## src/rtl/ldr_pkg.sv

```systemverilog
package ldr_pkg;
  // strobes from the synchronising control into the datapath
  typedef struct packed {
    logic shift;
    logic serBit;
    logic latchData;
    logic loadHi;
    logic loadLo;
    logic memWr;
  } ldrStrobe_t;
endpackage

```

## src/rtl/ldr_ctrl.sv

```systemverilog
module ldr_ctrl
  import ldr_pkg::*;
#(
  parameter int unsigned SYNC_STAGES = 2
) (
  input  logic       clk,
  input  logic       rstN,
  input  logic       hostSer,
  input  logic       hostSck,
  input  logic       hostLatch,
  input  logic       hostAddrHi,
  input  logic       hostAddrLo,
  input  logic       hostWr,
  output ldrStrobe_t strb
);
  localparam int unsigned N_PINS = 6;

  logic [N_PINS-1:0] rawPins;
  logic [N_PINS-1:0] syncOut;
  logic [N_PINS-1:0] prevQ;
  logic [N_PINS-1:0] rise;

  assign rawPins = {hostWr, hostAddrLo, hostAddrHi, hostLatch, hostSck, hostSer};

  generate
    if (SYNC_STAGES > 1) begin : gMulti
      logic [SYNC_STAGES-1:0][N_PINS-1:0] stageQ;
      always_ff @(posedge clk or negedge rstN) begin
        if (!rstN) stageQ <= '0;
        else       stageQ <= {stageQ[SYNC_STAGES-2:0], rawPins};
      end
      assign syncOut = stageQ[SYNC_STAGES-1];
    end else begin : gSingle
      logic [N_PINS-1:0] stageQ;
      always_ff @(posedge clk or negedge rstN) begin
        if (!rstN) stageQ <= '0;
        else       stageQ <= rawPins;
      end
      assign syncOut = stageQ;
    end
  endgenerate

  always_ff @(posedge clk or negedge rstN) begin
    if (!rstN) prevQ <= '0;
    else       prevQ <= syncOut;
  end

  assign rise = syncOut & ~prevQ;

  always_comb begin
    strb.serBit    = syncOut[0];
    strb.shift     = rise[1];
    strb.latchData = rise[2];
    strb.loadHi    = rise[3];
    strb.loadLo    = rise[4];
    strb.memWr     = rise[5];
  end
endmodule

```

## src/rtl/ldr_datapath.sv

```systemverilog
module ldr_datapath
  import ldr_pkg::*;
#(
  parameter int unsigned DATA_W    = 8,
  parameter int unsigned ADDR_W    = 2 * DATA_W,
  parameter int unsigned PER_BITS  = 2,
  parameter int unsigned PER_MATCH = 1
) (
  input  logic              clk,
  input  logic              rstN,
  input  ldrStrobe_t        strb,
  input  logic              busSel,
  input  logic [ADDR_W-1:0] cpuAddr,
  input  logic              cpuRw,
  input  logic              cpuPhi2,
  input  logic [DATA_W-1:0] cpuWrData,
  output logic [ADDR_W-1:0] addrBus,
  output logic [DATA_W-1:0] dataBus,
  output logic              loaderAddrEn,
  output logic              cpuAddrEn,
  output logic              loaderDataEn,
  output logic              cpuDataEn,
  output logic              sramWeN,
  output logic              sramCsN,
  output logic              perWrN
);
  localparam int unsigned HALF_W = ADDR_W / 2;

  logic [DATA_W-1:0] shiftQ;
  logic [DATA_W-1:0] dataQ;
  logic [HALF_W-1:0] addrHiQ;
  logic [HALF_W-1:0] addrLoQ;
  logic [ADDR_W-1:0] cpuAddrQ;
  logic              perHit;

  // loader side: serial in, parallel byte, two address bytes
  always_ff @(posedge clk or negedge rstN) begin
    if (!rstN) begin
      shiftQ  <= '0;
      dataQ   <= '0;
      addrHiQ <= '0;
      addrLoQ <= '0;
    end else begin
      if (strb.shift)     shiftQ  <= {shiftQ[DATA_W-2:0], strb.serBit};
      if (strb.latchData) dataQ   <= shiftQ;
      if (strb.loadHi)    addrHiQ <= HALF_W'(dataQ);
      if (strb.loadLo)    addrLoQ <= HALF_W'(dataQ);
    end
  end

  // CPU side: follows while PHI2 low, frozen while PHI2 high
  always_ff @(posedge clk or negedge rstN) begin
    if (!rstN)         cpuAddrQ <= '0;
    else if (!cpuPhi2) cpuAddrQ <= cpuAddr;
  end

  assign perHit = (cpuAddrQ[ADDR_W-1 -: PER_BITS] == PER_BITS'(PER_MATCH));

  always_comb begin
    loaderAddrEn = ~busSel;
    cpuAddrEn    = busSel;
    loaderDataEn = ~busSel;
    cpuDataEn    = busSel & ~cpuRw;
    if (busSel) begin
      addrBus = cpuAddrQ;
      dataBus = cpuWrData;
      sramWeN = cpuRw;
      sramCsN = ~cpuPhi2;
    end else begin
      addrBus = {addrHiQ, addrLoQ};
      dataBus = dataQ;
      sramWeN = ~strb.memWr;
      sramCsN = ~strb.memWr;
    end
    perWrN = ~(busSel & perHit & ~cpuRw & cpuPhi2);
  end
endmodule

```

## src/rtl/serial_sram_loader.sv

```systemverilog
module serial_sram_loader
  import ldr_pkg::*;
#(
  parameter int unsigned DATA_W      = 8,
  parameter int unsigned ADDR_W      = 2 * DATA_W,
  parameter int unsigned SYNC_STAGES = 2,
  parameter int unsigned PER_BITS    = 2,
  parameter int unsigned PER_MATCH   = 1
) (
  input  logic              clk,
  input  logic              rstN,
  input  logic              hostSer,
  input  logic              hostSck,
  input  logic              hostLatch,
  input  logic              hostAddrHi,
  input  logic              hostAddrLo,
  input  logic              hostWr,
  input  logic              busSel,
  input  logic [ADDR_W-1:0] cpuAddr,
  input  logic              cpuRw,
  input  logic              cpuPhi2,
  input  logic [DATA_W-1:0] cpuWrData,
  output logic [ADDR_W-1:0] addrBus,
  output logic [DATA_W-1:0] dataBus,
  output logic              loaderAddrEn,
  output logic              cpuAddrEn,
  output logic              loaderDataEn,
  output logic              cpuDataEn,
  output logic              sramWeN,
  output logic              sramCsN,
  output logic              perWrN
);
  ldrStrobe_t strb;

  ldr_ctrl #(.SYNC_STAGES(SYNC_STAGES)) ctrl_i (
    .clk(clk), .rstN(rstN), .hostSer(hostSer), .hostSck(hostSck),
    .hostLatch(hostLatch), .hostAddrHi(hostAddrHi), .hostAddrLo(hostAddrLo),
    .hostWr(hostWr), .strb(strb)
  );

  ldr_datapath #(
    .DATA_W(DATA_W), .ADDR_W(ADDR_W), .PER_BITS(PER_BITS), .PER_MATCH(PER_MATCH)
  ) dp_i (
    .clk(clk), .rstN(rstN), .strb(strb), .busSel(busSel), .cpuAddr(cpuAddr),
    .cpuRw(cpuRw), .cpuPhi2(cpuPhi2), .cpuWrData(cpuWrData), .addrBus(addrBus),
    .dataBus(dataBus), .loaderAddrEn(loaderAddrEn), .cpuAddrEn(cpuAddrEn),
    .loaderDataEn(loaderDataEn), .cpuDataEn(cpuDataEn), .sramWeN(sramWeN),
    .sramCsN(sramCsN), .perWrN(perWrN)
  );
endmodule

```

## config.mk

```make
export PLATFORM = sky130hd
export DESIGN_NAME = serial_sram_loader
export DESIGN_NICKNAME = d
export VERILOG_FILES = /design/src/rtl/ldr_pkg.sv /design/src/rtl/ldr_ctrl.sv /design/src/rtl/ldr_datapath.sv /design/src/rtl/serial_sram_loader.sv
export SDC_FILE = /design/constraint.sdc
export NUM_CORES = 1
export LEC_CHECK = 0
export ABC_CLOCK_PERIOD_IN_PS = 1600
export BUFFER_PORTS_ARGS = -buffer_cell sky130_fd_sc_hd__buf_2
export CORE_MARGIN = 5
export CORE_UTILIZATION = 52
export DETAILED_ROUTE_END_ITERATION = 10
export PLACE_DENSITY = 0.78
export SLEW_MARGIN = 20
export SYNTH_ARGS = -nofsm -noshare
export SYNTH_HDL_FRONTEND = slang
export SYNTH_SLANG_ARGS = --single-unit
```

## constraint.sdc

```tcl
create_clock -name clk -period 1.6 [get_ports clk]
set_input_delay 0.48 -clock clk [delete_from_list [all_inputs] [get_ports clk]]
set_output_delay 0.48 -clock clk [all_outputs]
set_load 0.05 [all_outputs]
```

==> impl_metrics.env, run 1 <==
export IMPL_status="complete, but fails checks"
export IMPL_violations="negative setup slack"
export IMPL_vias=1602
export IMPL_rows=26
export IMPL_antenna_found_initial=0
export IMPL_cts_tree="built"
export IMPL_yosysWarnings=0
export IMPL_io_pins=66
export IMPL_layout_min_cycle_time_ns=1.73
export IMPL_placedCellCount=295
export IMPL_synth_nets=194
export IMPL_ys_ff_latch=65
export IMPL_place_area_sq_um=3090
export IMPL_grt_max_degree=66
export IMPL_layout_drive_gt1_share_pct=70.0
export IMPL_clock_skew_ns=0.00554
export IMPL_clk_pin_slew_ns=0.07
export IMPL_grt_pass1_vias=1688
export IMPL_finalHoldViolCount=0
export IMPL_grt_setup_unrepaired="yes"
export IMPL_routed_top_layer="met4"
export IMPL_tightest_slew_ns=0.328
export IMPL_setup_ws_ns=-0.128
export IMPL_final_cell_count_no_fill=320
export IMPL_wl_per_cell_um=17.8
export IMPL_final_area_sq_um=3750
export IMPL_maxCapViolations=0
export IMPL_crit_type="input pin to primary output"
export IMPL_routed_wl_met2_um=2970
export IMPL_grt_pass1_wl_um=8980
export IMPL_cp_data_arrival_time_ns=1.25
export IMPL_p_leak_nw=1.78
export IMPL_netlist_instances=159
export IMPL_cts_hold_buffers=0
export IMPL_syn_avg_cell_area_sq_um=16.6
export IMPL_antenna_cells=0
export IMPL_die_w_um=81.3
export IMPL_worstPathRequired_ns=1.12
export IMPL_synthDistinctLibCells=15
export IMPL_ctsLongestPathBuffers=2
export IMPL_place_hpwl_um=3410
export IMPL_final_net_count=280
export IMPL_cts_sinks=65
export IMPL_slew_headroom_pct=78.1
export IMPL_wl_met1_um=2380
export IMPL_period_share_pct=108
export IMPL_p_per_area_nw_per_um2=1600
export IMPL_critPathLaunchType="input pin"
export IMPL_port_buffers=65
export IMPL_first_pass_iters=4
export IMPL_drt_iter0_drc=88
export IMPL_place_gp_congestion=0.702
export IMPL_routed_via_density=5.01
export IMPL_setup_viol=29
export IMPL_clk_latency_ns=0.32
export IMPL_die_area_sq_um=6610
export IMPL_area_growth_pct=42.0
export IMPL_fmax_mhz=579
export IMPL_die_h_um=81.3
export IMPL_cts_root_buffer="clkbuf_8"
export IMPL_synth_area_sq_um=2640
export IMPL_track_usage_pct=18.9
export IMPL_hp_class="input pin to async pin"
export IMPL_drt_wl_total_um=5710
export IMPL_core_area_sq_um=5010
export IMPL_post_route_drc_count=0
export IMPL_maxSlewViolCount=0
export IMPL_cp_end_kind="primary output"
export IMPL_wl_met3_um=247
export IMPL_power_mw=6.00
export IMPL_gr_total_overflow=0
export IMPL_initial_core_util_pct=52.7
export IMPL_cts_buffers=9
export IMPL_cts_max_level=3
export IMPL_ant_nets=0
export IMPL_ys_seq_area_share_pct=61.6
export IMPL_path_max_fanout=7
export IMPL_ir_drop_mv=1.02
export IMPL_reg2reg_depth=3
-- path summary, 6_finish.rpt --
| path | slack (ns) | start | to |
|---|---|---|---|
| setup / recovery | -0.13 | busSel | sramCsN |
| hold / removal | 0.16 | rstN | dp_i.cpuAddrQ[10] |
| setup reg to reg | 0.43 | ctrl_i.syncOut[4] | dp_i.addrLoQ[5] |
| hold reg to reg | 0.35 | ctrl_i.gMulti.stageQ[1] | ctrl_i.syncOut[1] |
| max in group asynchronous | 1.17 | rstN | dp_i.addrLoQ[2] |
| min in group clk | 0.26 | hostAddrLo | ctrl_i.gMulti.stageQ[4] |
-- report_power, final --
part | switching (mW) | internal, mW | total (mW) | leakage [nW]
combinational | 1.16 | 1.18 | 2.34 | 0.908
sequential | 0.277 | 2.06 | 2.34 | 0.771
clock | 0.560 | 0.759 | 1.32 | 0.0974
total | 1.99 | 4.01 | 6.00 | 1.78
-- metal layers --
metal | up-vias | GRT usage (%)
met5 | - | 0
met4 | 0 | 9.29
met3 | 10 | 3.88
met2 | 41 | 30.7
met1 | 813 | 24.0
li1 | 738 | -
-- sequential cells by signal, summed over array words and instances, names as in the netlist --
| register | count |
|---|---|
| dp_i.dataQ | 8 |
| dp_i.shiftQ | 8 |
| dp_i.cpuAddrQ | 16 |
| dp_i.addrLoQ | 8 |
| ctrl_i.syncOut | 6 |
| ctrl_i.prevQ | 5 |
| ctrl_i.gMulti.stageQ | 6 |
| dp_i.addrHiQ | 8 |
-- repair_timing --
item,in CTS,in global routing
endpoints found under the setup margin,28,29
cloned,2,0
gates resized for setup,104,4
buffers inserted,6,2
pin swaps,2,1
hold endpoints to repair,0,0
-- layout make-up --
type | instances | area [sq um]
clock buffer | 13 | 149
clock inverter | 3 | 40.0
multi-input combinational | 83 | 1000
inverter | 1 | 7.51
timing repair buffer | 85 | 838
fill | 321 | 1260
tap | 70 | 87.6
sequential | 65 | 1630
-- stage by stage --
step	hold slack (ns)	setup TNS (ns)	utilization, %	worst slack [ns]
floorplan	0.184	-0.381	-	-0.105
global placement	0.334	-5.20	61.7	-0.221
detailed placement	0.337	-5.42	61.7	-0.239
CTS	0.163	-2.31	74.3	-0.133
global route	0.167	-3.09	74.9	-0.165
finish	0.156	-2.72	74.9	-0.128
-- critical path, stage by stage --
cell and delay [ns]:
buf_12 0.12, buf_16 0.14, nor3b_4 0.29, a21oi_4 0.05, buf_6 0.16
-- synthesized netlist by cell type --
library cell / instances / share of area [%]
mux2_4: 5 / 2.8
nor2b_1: 3 / 0.71
nor3b_2: 1 / 0.47
dfrtp_1: 65 / 62
nand4_1: 1 / 0.24
nor2_1: 2 / 0.28
buf_6: 6 / 2.6
inv_1: 1 / 0.14
nand2b_1: 1 / 0.24
buf_4: 3 / 0.85
mux2_2: 67 / 29
buf_8: 1 / 0.57
and2b_1: 1 / 0.28
a21oi_1: 1 / 0.19
nor2b_4: 1 / 0.52
-- logic make-up after synthesis --
kind of cell | Yosys count | synth area share [%]
simple gates | 10 | 2.75
flops | 65 | 61.6
compound gates | 1 | 0.189
buf+inv | 11 | 4.12
mux | 72 | 31.4
-- cell usage in the layout, fill, tap and decap left out --
cell and count:
a21oi_4 1, and2b_1 1, buf_12 4, buf_16 2, buf_2 34, buf_4 14, buf_6 10, buf_8 21
bufinv_16 1, clkbuf_1 3, clkbuf_8 10, clkinv_2 2, clkinvlp_4 1, dfrtp_1 65, mux2_2 48, mux2_4 24
nand2b_1 1, nand4_1 1, nor2_1 1, nor2_4 1, nor2b_1 3, nor2b_4 1, nor3b_4 1
No activity file was read; power rests on OpenSTA's default activity.
==> run 2: changes to the inputs <==
RECOVER_POWER = 100   (was default)
==> impl_metrics.env, run 2 (synthesis gave the netlist of run 1 again) <==
export IMPL_cts_max_level=3
export IMPL_critPathLaunchType="input pin"
export IMPL_die_h_um=81.3
export IMPL_wl_met3_um=245
export IMPL_final_net_count=280
export IMPL_setup_viol=29
export IMPL_die_w_um=81.3
export IMPL_antenna_cells=0
export IMPL_drt_wl_total_um=5710
export IMPL_cts_buffers=9
export IMPL_pre_cts_slack_ns=-0.239
export IMPL_clock_skew_ns=0.00571
export IMPL_reg2reg_depth=3
export IMPL_layout_drive_gt1_share_pct=67.6
export IMPL_path_max_fanout=7
export IMPL_area_growth_pct=40.7
export IMPL_largest_reg_flops=16
export IMPL_antenna_found_initial=0
export IMPL_status="complete, but fails checks"
export IMPL_routed_via_density=4.99
export IMPL_maxCapViolations=0
export IMPL_slew_headroom_pct=44.3
export IMPL_routed_top_layer="met4"
export IMPL_cp_data_arrival_time_ns=1.25
export IMPL_hold_path_endpoint="ctrl_i.gMulti.stageQ[4]"
export IMPL_reg2reg_from="ctrl_i.prevQ[2]"
export IMPL_hp_class="input pin to register"
export IMPL_clk_pin_slew_ns=0.07
export IMPL_cts_root_buffer="clkbuf_8"
export IMPL_p_leak_nw=1.75
export IMPL_power_mw=5.99
export IMPL_drt_iter0_drc=95
export IMPL_maxSlewViolCount=0
export IMPL_vias=1597
export IMPL_track_usage_pct=18.9
export IMPL_fmax_mhz=579
export IMPL_final_area_sq_um=3720
export IMPL_cts_sinks=65
export IMPL_post_route_drc_count=0
export IMPL_crit_type="input pin to primary output"
export IMPL_grt_max_degree=66
export IMPL_worstPathRequired_ns=1.12
export IMPL_cp_end_kind="primary output"
export IMPL_fillers=330
export IMPL_slowest_stage="nor3b_4"
export IMPL_wl_per_cell_um=17.8
export IMPL_violations="negative setup slack"
export IMPL_clk_latency_ns=0.32
export IMPL_routed_wl_met2_um=2960
export IMPL_die_area_sq_um=6610
export IMPL_grt_pass1_wl_um=8980
export IMPL_io_pins=66
export IMPL_r2r_end="dp_i.dataQ[4]"
export IMPL_initial_core_util_pct=52.7
export IMPL_holdPathStages=1
export IMPL_period_share_pct=108
export IMPL_place_hpwl_um=3410
export IMPL_p_per_area_nw_per_um2=1610
export IMPL_mostFrequentLayoutCells="65 x dfrtp_1, 48 x mux2_2, 33 x buf_2, 24 x mux2_4, 21 x buf_8"
export IMPL_ctsLongestPathBuffers=2
export IMPL_place_gp_congestion=0.702
export IMPL_gr_total_overflow=0
export IMPL_place_area_sq_um=3090
export IMPL_regMostFlops="dp_i.cpuAddrQ"
export IMPL_rows=26
export IMPL_final_common_cell="dfrtp_1"
export IMPL_finalHoldViolCount=0
export IMPL_crit_chain="buf_12 -> buf_16 -> nor3b_4 -> a21oi_4 -> buf_6"
export IMPL_layout_min_cycle_time_ns=1.73
export IMPL_cts_tree="built"
export IMPL_setup_ws_ns=-0.128
export IMPL_ir_drop_mv=1.02
export IMPL_cpPeakStageDelay_ns=0.29
export IMPL_port_buffers=65
export IMPL_first_pass_iters=4
export IMPL_grt_pass1_vias=1688
export IMPL_worstHoldStart="hostAddrLo"
export IMPL_grt_setup_unrepaired="yes"
export IMPL_wl_met1_um=2380
export IMPL_tightest_slew_ns=0.835
export IMPL_rrSetupSlack_ns=0.22
export IMPL_ant_nets=0
export IMPL_core_area_sq_um=5010
==> run 2: cell count changes in the layout (fill, tap and decap cells not counted) <==
| cell | delta |
|---|---|
| buf_12 | -1 |
| buf_2 | -1 |
| buf_4 | -6 |
| clkbuf_1 | +6 |
| clkbuf_2 | +1 |
| clkbuf_4 | +1 |
==> run 2: worst max-delay path: cells and delay by family <==
family,cells,cell delay [ns]
buf+inv,3,0.42
compound gates,1,0.05
simple gates,1,0.29
==> run 2: stage by stage <==
step | TNS [ns] | cells | utilization, % | hold slack (ns)
after floorplan | -0.381 | 159 | - | 0.184
after global placement | -5.20 | 295 | 61.7 | 0.334
after detailed placement | -5.42 | 295 | 61.7 | 0.337
after CTS | -2.31 | 318 | 74.3 | 0.163
after global routing | -3.09 | 320 | 74.2 | 0.237
final | -2.72 | 320 | 74.2 | 0.258
==> run 2: power by group <==
group / leakage [nW] / total (mW) / internal (mW) / switching [mW]
clock network: 0.0974 / 1.32 / 0.759 / 0.559
logic: 0.880 / 2.33 / 1.17 / 1.16
registers: 0.771 / 2.34 / 2.06 / 0.276
total: 1.75 / 5.99 / 4.00 / 1.99
==> run 2: timing repair <==
item	in CTS	in global routing
setup endpoints to repair	28	29
pin swaps	2	1
gates resized for setup	104	4
buffers inserted	6	2
cloned	2	0
hold buffers	0	0
==> run 2: per-layer routing <==
metal  vias to the layer above  track usage (%)
li1                        736                -
met1                       812             24.0
met2                        39             30.7
met3                        10             3.88
met4                         0             9.29
met5                         -                0
==> run 2: layout make-up <==
| type | instances | area [sq um] | area share (%) |
|---|---|---|---|
| Clock buffer | 13 | 149 | 4.01 |
| Timing Repair Buffer | 85 | 803 | 21.6 |
| Sequential cell | 65 | 1630 | 43.8 |
| Inverter | 1 | 7.51 | 0.202 |
| Tap cell | 70 | 87.6 | 2.36 |
| Multi-Input combinational cell | 83 | 1000 | 27.0 |
| Clock inverter | 3 | 40.0 | 1.08 |
==> run 2: worst max-delay path by stage <==
stage / startpoint / to / cells after the start
after floorplan: busSel / sramWeN / 4
after global placement: busSel / addrBus[15] / 4
after detailed placement: busSel / sramCsN / 6
after CTS: ctrl_i.prevQ[5] / sramCsN / 3
after global routing: busSel / sramCsN / 5
final: busSel / sramCsN / 5
==> run 3: changes to the inputs <==
CAP_MARGIN = 25   (was default)
CORE_ASPECT_RATIO = 2   (was default)
SLEW_MARGIN = 25   (was 20)
==> impl_metrics.env, run 3 (synthesis gave the netlist of run 1 again) <==
export IMPL_largest_reg_flops=16
export IMPL_initial_core_util_pct=53.8
export IMPL_routed_top_layer="met4"
export IMPL_area_growth_pct=41.0
export IMPL_post_route_util_pct=75.9
export IMPL_gr_total_overflow=0
export IMPL_cpPeakStageDelay_ns=0.31
export IMPL_place_hpwl_um=3680
export IMPL_status="complete, but fails checks"
export IMPL_grt_max_degree=66
export IMPL_cpMostUsedCell="buf_6"
export IMPL_whs_ns=0.251
export IMPL_wl_met3_um=285
export IMPL_layout_min_cycle_time_ns=1.76
export IMPL_wl_per_cell_um=20.1
export IMPL_cts_tree="built"
export IMPL_worstPathRequired_ns=1.12
export IMPL_cts_max_level=3
export IMPL_cts_buffers=9
export IMPL_worstHoldStart="hostSer"
export IMPL_reg2reg_from="ctrl_i.syncOut[4]"
export IMPL_setup_ws_ns=-0.157
export IMPL_setup_worst_path_start="busSel"
export IMPL_track_usage_pct=20.7
export IMPL_finalHoldViolCount=0
export IMPL_final_area_sq_um=3730
export IMPL_rows=36
export IMPL_setup_tns_ns=-2.60
export IMPL_slowest_stage="nor3b_4"
export IMPL_antenna_found_initial=0
export IMPL_fillers=294
export IMPL_cp_data_arrival_time_ns=1.28
export IMPL_grt_pass1_vias=1869
export IMPL_crit_type="input pin to primary output"
export IMPL_violations="negative setup slack"
export IMPL_crit_chain="buf_12 -> buf_6 -> nor3b_4 -> a21oi_4 -> buf_6"
export IMPL_period_share_pct=110
export IMPL_mostFrequentLayoutCells="64 x dfrtp_1, 48 x mux2_2, 32 x buf_2, 24 x mux2_4, 20 x buf_8"
export IMPL_port_buffers=65
export IMPL_place_area_sq_um=3060
export IMPL_path_max_fanout=8
export IMPL_place_gp_congestion=0.741
export IMPL_regMostFlops="dp_i.cpuAddrQ"
export IMPL_clock_skew_ns=0.00490
export IMPL_p_per_area_nw_per_um2=1660
export IMPL_placedCellCount=282
export IMPL_critPathLaunchType="input pin"
export IMPL_cts_root_buffer="clkbuf_8"
export IMPL_path_delay_family="buffers and inverters"
export IMPL_antenna_cells=0
export IMPL_final_common_cell="dfrtp_1"
export IMPL_vias=1627
export IMPL_die_w_um=60.4
export IMPL_clk_pin_slew_ns=0.06
export IMPL_ctsLongestPathBuffers=2
export IMPL_cts_hold_buffers=0
export IMPL_cts_sinks=65
export IMPL_tightest_slew_ns=0.827
export IMPL_routed_wl_met2_um=3640
export IMPL_fmax_mhz=569
export IMPL_p_leak_nw=1.76
export IMPL_first_pass_iters=4
export IMPL_drt_wl_total_um=6190
export IMPL_grt_pass1_wl_um=9830
export IMPL_die_h_um=111
export IMPL_maxCapViolations=0
export IMPL_final_cell_count_no_fill=308
export IMPL_core_area_sq_um=4910
export IMPL_ir_drop_mv=1.42
export IMPL_post_route_drc_count=0
export IMPL_maxSlewViolCount=0
export IMPL_ant_nets=0
export IMPL_pre_cts_slack_ns=-0.252
export IMPL_final_net_count=281
export IMPL_hp_class="input pin to register"
export IMPL_power_mw=6.19
export IMPL_grt_setup_unrepaired="yes"
export IMPL_wl_met1_um=2050
export IMPL_drt_iter0_drc=33
export IMPL_setup_viol=30
export IMPL_cp_end_kind="primary output"
export IMPL_layout_drive_gt1_share_pct=67.7
export IMPL_io_pins=66
export IMPL_critical_path_buf_inv_count=3
export IMPL_slew_headroom_pct=44.9
export IMPL_die_area_sq_um=6690
export IMPL_clk_latency_ns=0.33
export IMPL_routed_via_density=5.28
-- run 3: changes by cell type in the layout (fill, tap and decap cells not counted), sizes merged --
cell / delta
bufinv: +1
buf: +1
clkinv: -1
-- run 3: cell type report --
cell class | instances | area (sq um) | area share, %
clock buffers | 13 | 139 | 3.73
repair buffers | 86 | 812 | 21.8
multi-input cells | 83 | 1000 | 26.9
clock inverters | 3 | 65.1 | 1.75
inverters | 1 | 7.51 | 0.201
well taps | 57 | 71.3 | 1.91
flip-flops and latches | 65 | 1630 | 43.7
-- run 3: path summary, 6_finish.rpt --
path	endpoint	slack (ns)	cells past startpoint
min	ctrl_i.gMulti.stageQ[0]	0.25	1
min in group asynchronous	dp_i.cpuAddrQ[3]	0.35	2
max in group asynchronous	dp_i.dataQ[3]	0.66	2
max	sramCsN	-0.16	5
max reg2reg	dp_i.addrLoQ[6]	0.15	3
min reg2reg	ctrl_i.syncOut[3]	0.35	0
-- run 3: report_power, final --
part / internal (mW) / switching, mW
registers: 2.07 / 0.292
logic: 1.19 / 1.19
clock network: 0.878 / 0.568
-- run 3: worst register-to-register path, stage by stage, from the launching register on --
cell,delay (ns)
dfrtp_1,0.34
nor2b_1,0.12
clkbuf_1,0.47
mux2_2,0.41
-- run 3: routing by layer --
metal  GRT usage [%]  vias up
met4            10.8        0
met1            21.6      827
met2            37.0       51
met3            3.73       16
li1                -      733
met5               0        -
-- run 3: timing repair --
| action | in CTS | in global routing |
|---|---|---|
| pin swaps | 4 | 1 |
| gates cloned | 3 | 0 |
| resized for setup | 107 | 7 |
| setup endpoints to repair | 28 | 28 |
| setup buffers | 7 | 1 |
